**config.mk**
```make
export PLATFORM = sky130hd
export DESIGN_NAME = irq_cmd_decoder
export DESIGN_NICKNAME = d
export VERILOG_FILES = /design/src/rtl/irq_cmd_pkg.sv /design/src/rtl/irq_rank_pick.sv /design/src/rtl/irq_init_seq.sv /design/src/rtl/irq_ocw_decode.sv /design/src/rtl/irq_cmd_decoder.sv
export SDC_FILE = /design/constraint.sdc
export NUM_CORES = 1
export LEC_CHECK = 0
export BUFFER_PORTS_ARGS = -buffer_cell sky130_fd_sc_hd__buf_2
export CELL_PAD_IN_SITES_DETAIL_PLACEMENT = 0
export CELL_PAD_IN_SITES_GLOBAL_PLACEMENT = 1
export CORE_MARGIN = 10
export CORE_UTILIZATION = 40
export DETAILED_ROUTE_END_ITERATION = 10
export GPL_ROUTABILITY_DRIVEN = 0
export GPL_TIMING_DRIVEN = 0
export PLACE_DENSITY_LB_ADDON = 0.1
export SYNTH_ARGS = -nofsm -noshare
export SYNTH_HDL_FRONTEND = slang
export SYNTH_HIERARCHICAL = 1
export SYNTH_SLANG_ARGS = --single-unit
```
**constraint.sdc**
```tcl
create_clock -name clk -period 6.6 [get_ports clk]
set_input_delay 1.32 -clock clk [delete_from_list [all_inputs] [get_ports clk]]
set_output_delay 1.32 -clock clk [all_outputs]
set_load 0.005 [all_outputs]
```
**src/rtl/irq_cmd_pkg.sv**
```systemverilog
package irq_cmd_pkg;
    typedef enum logic [1:0] {
        ST_READY = 2'd0,
        ST_BASE  = 2'd1,
        ST_CASC  = 2'd2,
        ST_MODE  = 2'd3
    } init_st_t;

    localparam logic [2:0] OP_ROT_CLR = 3'd0;
    localparam logic [2:0] OP_NS_EOI  = 3'd1;
    localparam logic [2:0] OP_NOP     = 3'd2;
    localparam logic [2:0] OP_SP_EOI  = 3'd3;
    localparam logic [2:0] OP_ROT_SET = 3'd4;
    localparam logic [2:0] OP_NS_ROT  = 3'd5;
    localparam logic [2:0] OP_SET_OFF = 3'd6;
    localparam logic [2:0] OP_SP_ROT  = 3'd7;
endpackage

```
**src/rtl/irq_rank_pick.sv**
```systemverilog
module irq_rank_pick #(
    parameter int LW = 3
) (
    input  logic [(1<<LW)-1:0] req_i,
    input  logic [LW-1:0]      start_i,
    output logic               found_o,
    output logic [LW-1:0]      line_o
);
    localparam int N = 1 << LW;

    always_comb begin
        found_o = 1'b0;
        line_o  = '0;
        for (int k = N - 1; k >= 0; k--) begin
            if (req_i[start_i + LW'(k)]) begin
                found_o = 1'b1;
                line_o  = start_i + LW'(k);
            end
        end
    end
endmodule

```
**src/rtl/irq_init_seq.sv**
```systemverilog
module irq_init_seq
    import irq_cmd_pkg::*;
(
    input  logic     clk,
    input  logic     rst_n,
    input  logic     start_i,
    input  logic     want_mode_i,
    input  logic     odd_wr_i,
    output init_st_t state_o,
    output logic     ld_base_o,
    output logic     ld_mode_o,
    output logic     ld_mask_o
);
    init_st_t state_q, state_d;
    logic     want_mode_q;

    always_ff @(posedge clk) begin
        if (!rst_n) begin
            state_q     <= ST_READY;
            want_mode_q <= 1'b0;
        end else begin
            state_q <= state_d;
            if (start_i) want_mode_q <= want_mode_i;
        end
    end

    always_comb begin
        state_d   = state_q;
        ld_base_o = 1'b0;
        ld_mode_o = 1'b0;
        ld_mask_o = 1'b0;
        if (start_i) begin
            state_d = ST_BASE;
        end else if (odd_wr_i) begin
            unique case (state_q)
                ST_READY: ld_mask_o = 1'b1;
                ST_BASE: begin
                    ld_base_o = 1'b1;
                    state_d   = ST_CASC;
                end
                ST_CASC: state_d = want_mode_q ? ST_MODE : ST_READY;
                ST_MODE: begin
                    ld_mode_o = 1'b1;
                    state_d   = ST_READY;
                end
            endcase
        end
    end

    assign state_o = state_q;
endmodule

```
**src/rtl/irq_ocw_decode.sv**
```systemverilog
module irq_ocw_decode
    import irq_cmd_pkg::*;
#(
    parameter int LW = 3
) (
    input  logic                cmd_wr_i,
    input  logic [7:0]          wdata_i,
    input  logic [(1<<LW)-1:0]  isr_i,
    input  logic [LW-1:0]       off_i,
    output logic [(1<<LW)-1:0]  isr_clr_o,
    output logic                off_ld_o,
    output logic [LW-1:0]       off_val_o,
    output logic                rot_ld_o,
    output logic                poll_set_o,
    output logic                rsel_ld_o,
    output logic                smask_ld_o
);
    logic          best_ok;
    logic [LW-1:0] best_line;
    logic [LW-1:0] spec_line;
    logic [2:0]    op;
    logic          is_ctl;

    irq_rank_pick #(.LW(LW)) u_pick (
        .req_i   (isr_i),
        .start_i (off_i),
        .found_o (best_ok),
        .line_o  (best_line)
    );

    assign spec_line = wdata_i[LW-1:0];
    assign op        = wdata_i[7:5];
    assign is_ctl    = wdata_i[3];

    always_comb begin
        isr_clr_o  = '0;
        off_ld_o   = 1'b0;
        off_val_o  = '0;
        rot_ld_o   = 1'b0;
        poll_set_o = 1'b0;
        rsel_ld_o  = 1'b0;
        smask_ld_o = 1'b0;
        if (cmd_wr_i && is_ctl) begin
            poll_set_o = wdata_i[2];
            rsel_ld_o  = wdata_i[1];
            smask_ld_o = wdata_i[6];
        end else if (cmd_wr_i) begin
            unique case (op)
                OP_ROT_CLR, OP_ROT_SET: rot_ld_o = 1'b1;
                OP_NS_EOI, OP_NS_ROT: begin
                    if (best_ok) begin
                        isr_clr_o[best_line] = 1'b1;
                        off_ld_o  = (op == OP_NS_ROT);
                        off_val_o = best_line + 1'b1;
                    end
                end
                OP_SP_EOI: isr_clr_o[spec_line] = 1'b1;
                OP_SET_OFF: begin
                    off_ld_o  = 1'b1;
                    off_val_o = spec_line + 1'b1;
                end
                OP_SP_ROT: begin
                    isr_clr_o[spec_line] = 1'b1;
                    off_ld_o  = 1'b1;
                    off_val_o = spec_line + 1'b1;
                end
                OP_NOP: ;
            endcase
        end
    end
endmodule

```
**src/rtl/irq_cmd_decoder.sv**
```systemverilog
module irq_cmd_decoder
    import irq_cmd_pkg::*;
#(
    parameter bit IS_SLAVE = 1'b0
) (
    input  logic       clk,
    input  logic       rst_n,
    input  logic       wr_en,
    input  logic       rd_en,
    input  logic       addr_i,
    input  logic       elcr_sel_i,
    input  logic [7:0] wdata_i,
    output logic [7:0] rdata_o,
    input  logic [7:0] irr_i,
    input  logic [7:0] isr_i,
    input  logic       req_valid_i,
    input  logic [2:0] req_line_i,
    output logic [7:0] isr_clr_o,
    output logic [7:0] irr_clr_o,
    output logic       init_pulse_o,
    output logic [7:0] imr_o,
    output logic [7:0] elcr_o,
    output logic [2:0] prio_off_o,
    output logic [4:0] vec_base_o,
    output logic       special_mask_o,
    output logic       nested_o,
    output logic       auto_eoi_o,
    output logic       rot_aeoi_o,
    output logic       init_busy_o
);
    localparam int         LW        = 3;
    localparam int         NL        = 1 << LW;
    localparam logic [7:0] ELCR_MASK = IS_SLAVE ? 8'hDE : 8'hF8;

    logic [NL-1:0] imr_q, elcr_q;
    logic [LW-1:0] off_q;
    logic [4:0]    base_q;
    logic          smask_q, rsel_q, poll_q, nested_q, aeoi_q, rot_q;

    logic          ctl_wr, elcr_wr, even_wr, odd_wr, init_start, cmd_wr;
    logic          poll_rd;
    init_st_t      st;
    logic          ld_base, ld_mode, ld_mask;
    logic [NL-1:0] ocw_clr, poll_clr;
    logic          off_ld, rot_ld, poll_set, rsel_ld, smask_ld;
    logic [LW-1:0] off_val;

    assign ctl_wr     = wr_en && !elcr_sel_i;
    assign elcr_wr    = wr_en && elcr_sel_i;
    assign even_wr    = ctl_wr && !addr_i;
    assign odd_wr     = ctl_wr && addr_i;
    assign init_start = even_wr && wdata_i[4];
    assign cmd_wr     = even_wr && !wdata_i[4];
    assign poll_rd    = rd_en && !elcr_sel_i && poll_q;

    irq_init_seq u_seq (
        .clk         (clk),
        .rst_n       (rst_n),
        .start_i     (init_start),
        .want_mode_i (wdata_i[0]),
        .odd_wr_i    (odd_wr),
        .state_o     (st),
        .ld_base_o   (ld_base),
        .ld_mode_o   (ld_mode),
        .ld_mask_o   (ld_mask)
    );

    irq_ocw_decode #(.LW(LW)) u_ocw (
        .cmd_wr_i   (cmd_wr),
        .wdata_i    (wdata_i),
        .isr_i      (isr_i),
        .off_i      (off_q),
        .isr_clr_o  (ocw_clr),
        .off_ld_o   (off_ld),
        .off_val_o  (off_val),
        .rot_ld_o   (rot_ld),
        .poll_set_o (poll_set),
        .rsel_ld_o  (rsel_ld),
        .smask_ld_o (smask_ld)
    );

    always_ff @(posedge clk) begin
        if (!rst_n) begin
            imr_q    <= '0;
            elcr_q   <= '0;
            off_q    <= '0;
            base_q   <= '0;
            smask_q  <= 1'b0;
            rsel_q   <= 1'b0;
            poll_q   <= 1'b0;
            nested_q <= 1'b0;
            aeoi_q   <= 1'b0;
            rot_q    <= 1'b0;
        end else begin
            if (elcr_wr) elcr_q <= wdata_i & ELCR_MASK;
            if (init_start) begin
                imr_q   <= '0;
                off_q   <= '0;
                smask_q <= 1'b0;
                rsel_q  <= 1'b0;
                if (!wdata_i[0]) begin
                    nested_q <= 1'b0;
                    aeoi_q   <= 1'b0;
                end
            end else begin
                if (ld_mask)  imr_q   <= wdata_i;
                if (ld_base)  base_q  <= wdata_i[7:3];
                if (ld_mode) begin
                    nested_q <= wdata_i[4];
                    aeoi_q   <= wdata_i[1];
                end
                if (off_ld)   off_q   <= off_val;
                if (rot_ld)   rot_q   <= wdata_i[7];
                if (rsel_ld)  rsel_q  <= wdata_i[0];
                if (smask_ld) smask_q <= wdata_i[5];
            end
            if (poll_set)     poll_q <= 1'b1;
            else if (poll_rd) poll_q <= 1'b0;
        end
    end

    always_comb begin
        poll_clr = '0;
        if (poll_rd && req_valid_i) poll_clr[req_line_i] = 1'b1;
    end

    always_comb begin
        if (elcr_sel_i)       rdata_o = elcr_q;
        else if (poll_q)      rdata_o = req_valid_i ? {5'b10000, req_line_i} : 8'h07;
        else if (addr_i)      rdata_o = imr_q;
        else if (rsel_q)      rdata_o = isr_i;
        else                  rdata_o = irr_i;
        if (!rd_en) rdata_o = '0;
    end

    assign isr_clr_o      = ocw_clr | poll_clr;
    assign irr_clr_o      = poll_clr;
    assign init_pulse_o   = init_start;
    assign imr_o          = imr_q;
    assign elcr_o         = elcr_q;
    assign prio_off_o     = off_q;
    assign vec_base_o     = base_q;
    assign special_mask_o = smask_q;
    assign nested_o       = nested_q;
    assign auto_eoi_o     = aeoi_q;
    assign rot_aeoi_o     = rot_q;
    assign init_busy_o    = (st != ST_READY);
endmodule

```
==> results.py <==
metrics = {
    "timing": {
        "setup_viol": 0,
        "relSlewSlack_pct": 51.3,
        "report.final.slew_viol_count": 0,
        "setup-tns-final_ps": 0,
        "finalCriticalPeriod_ps": 5740,
        "max_freq_mhz": 174,
        "rsz0062_at_grt": "false",
        "finalHoldWorstSlack_ps": 455,
        "final.period_utilization_pct": 87.0,
        "skew_ps": 5.46,
        "tightest_slew_ps": 722,
        "setup_ws_ps": 857,
        "hold_viol": 0,
    },
    "critical_path": {
        "critPathMaxFanout": 10,
        "crit_arrival_ps": 4420,
        "crit_buf_inv": 5,
        "critPathSlowestCell": "a31oi_1",
        "path_cells": "buf_6 -> buf_2 -> inv_1 -> ha_1 -> clkbuf_1 -> mux4_2 -> mux2_2 -> and4bb_1 -> o211ai_1 -> a31oi_1 -> nor2b_1 -> a22oi_1 -> nor2_1 -> or2_2 -> buf_2",
        "worstSetupStartpointType": "register",
        "crit_required_ps": 5280,
        "crit_family": "buffers and inverters",
        "critical_path_class": "reg -> out",
        "crit_path_max_incr_delay_ps": 510,
        "end_kind": "output port",
        "path_common_cell": "buf_2",
    },
    "synth": {
        "synth.area.top_cells": "dfxtp_1 (20%), mux2i_1 (9.5%), mux4_2 (5.2%), nor2_1 (5.2%), ha_1 (4.1%)",
        "yosysWarnings": 6,
        "ys_seq_elements": 30,
        "synth.distinct_cells": 68,
        "async_flop_share_pct": 0,
        "synth_top_area_share_pct": 19.6,
        "yosys.area.top_type": "dfxtp_1",
        "synth_area_sq_um": 3060,
        "ys_seq_area_share_pct": 19.6,
        "synthFlopType": "dfxtp_1",
        "synth_edf_count": 0,
        "netlist_instances": 362,
        "syn_area_per_cell_sq_um": 8.44,
    },
    "routing": {
        "final_antenna_net_count": 0,
        "routed_wl_um": 9960,
        "wire_per_inst_um": 18.0,
        "dr.pass1.iters": 4,
        "num_vias": 3083,
        "drc": 0,
        "drt-initial-drc-count": 104,
        "vias_per_cell": 5.58,
    },
    "pwr": {
        "total_power_mw": 0.530,
        "p_per_area_nw_per_um2": 142,
        "ir_drop_v": 0.000143,
        "p_leak_nw": 1.57,
    },
    "place": {
        "place_hpwl_um": 7880,
        "io_buffers": 82,
        "pre_cts_slack_ps": 1170,
    },
    "global_routing": {
        "first_global_vias": 3061,
        "grt_pass1_wl_um": 16000,
        "grtUsageTotal_pct": 16.9,
        "grt_antenna_before_repair": 0,
        "grt-ovfl-total": 0,
        "grt_start_max_net_pins": 11,
    },
    "clock_tree": {
        "clock-sinks": 30,
        "numCtsBuffers": 5,
        "clock_latency_ps": 290,
        "cts_buffer_depth": 2,
        "cts_resized": 0,
        "cts_tree": "done",
        "cts_root_buffer": "clkbuf_8",
        "post-cts-setup-buffer-count": 0,
        "cts.clk_slew.worst_paths_ps": 70,
        "h-tree-depth": 2,
        "holdBufCountCts": 0,
    },
    "finish": {
        "fillers": 746,
        "multi_input_area_sq_um": 2240,
        "layout_common_cells": "buf_2 (90), nor2_1 (42), dfxtp_1 (30)",
        "layout-drive-gt1-share_pct": 31.7,
        "layout_commonest_cell": "buf_2",
        "finalNetCount": 497,
        "ff_latch_area_sq_um": 601,
        "n_antenna_cell": 0,
        "area_delta_synth_final_pct": 22.4,
    },
    "hold_path": {
        "hold_class": "reg -> reg",
    },
    "floorplan": {
        "initial_utilization_pct": 41.7,
        "dieArea_sq_um": 11500,
        "core-area_sq_um": 7330,
        "fp.dieH_um": 107,
        "fp-row-count": 31,
        "pin_count": 88,
        "die_width_um": 107,
    },
    "run": {
        "cap_viol_max_count": 0,
    },
    "status": {
        "status": "finished, final reports clean",
    },
}
[kinds of logic (layout without fill, tap and decap cells)]
| family | Yosys count | in the layout | share of synthesized area, % |
|---|---|---|---|
| compound gates | 67 | 67 | 16.5 |
| xor+xnor | 6 | 6 | 1.72 |
| fa+ha+maj | 10 | 10 | 4.09 |
| buf+inv | 38 | 128 | 7.37 |
| flops | 30 | 30 | 19.6 |
| mux | 48 | 48 | 21.5 |
| other cells | 1 | 3 | 0.123 |
| simple gates | 162 | 162 | 29.0 |
[power breakdown]
part / leakage (nW) / internal, mW / total, mW / switching (mW)
Combinational: 1.25 / 0.0438 / 0.104 / 0.0607
Clock: 0.0714 / 0.161 / 0.237 / 0.0761
Sequential: 0.243 / 0.185 / 0.188 / 0.00322
[final timing paths]
| kind | to | start | depth (start not counted) | slack, ps |
|---|---|---|---|---|
| setup / recovery | isr_clr_o[4] | prio_off_o[0] | 15 | 860 |
| hold / removal | vec_base_o[3] | vec_base_o[3] | 2 | 450 |
| setup reg to reg | prio_off_o[2] | prio_off_o[0] | 16 | 2340 |
| hold reg to reg | vec_base_o[3] | vec_base_o[3] | 2 | 450 |
[routing by layer]
layer / wire (um) / GRT usage, % / vias up
li1: - / - / 1502
met1: 4270 / 21.0 / 1490
met3: 539 / 3.95 / 11
met2: 4980 / 28.7 / 80
met4: 170 / 4.48 / 0
met5: 0 / 0 / -
[through the flow]
stage	cell area (sq um)	utilization [%]	std cells
after floorplan	3060	-	364
after global placement	3600	49.1	545
after detailed placement	3600	49.1	545
after CTS	3740	51.0	553
after global routing	3740	51.0	553
final	3740	51.0	553
[Yosys cell counts, types with 4 or more instances]
cell type and n:
o221ai_1 6, a211oi_1 4, mux4_2 7, mux2i_1 29
nor2b_1 9, nor4_1 4, buf_2 8, a21boi_0 5
nor2_1 42, buf_4 4, a22oi_1 7, nand2b_1 8
dfxtp_1 30, mux2_2 6, inv_1 12, nor3b_1 4
nor3_1 5, nand2_1 27, and2_1 11, nand3_1 15
or2_2 6, buf_6 6, clkbuf_1 5, mux4_1 4
o21ai_0 5, nand3b_1 9, ha_1 10, a21oi_1 14
[state kept, by name (all words and copies together), names as in the netlist]
register           cells
imr_o                  8
vec_base_o             5
rsel_q                 1
nested_o               1
u_seq/state_o          2
prio_off_o             3
elcr_o                 5
auto_eoi_o             1
poll_q                 1
special_mask_o         1
u_seq/want_mode_q      1
rot_aeoi_o             1
[worst register-to-register path: cells and delay by family, from the launching register on]
family | cells | cell delay, ps
mux | 3 | 910
buf+inv | 4 | 870
compound gates | 3 | 760
fa+ha+maj | 2 | 600
simple gates | 3 | 490
flops | 1 | 410
xor+xnor | 1 | 150
[area by class of cell]
class,instances,share of cell area (%)
Multi-Input combinational cell,296,59.8
Sequential cell,30,16.1
Timing Repair Buffer,82,11.0
Buffer,26,4.82
Tap cell,99,3.31
Clock buffer,6,2.21
Clock inverter,2,1.61
Inverter,12,1.20
Power figures use the tool's default switching activity.
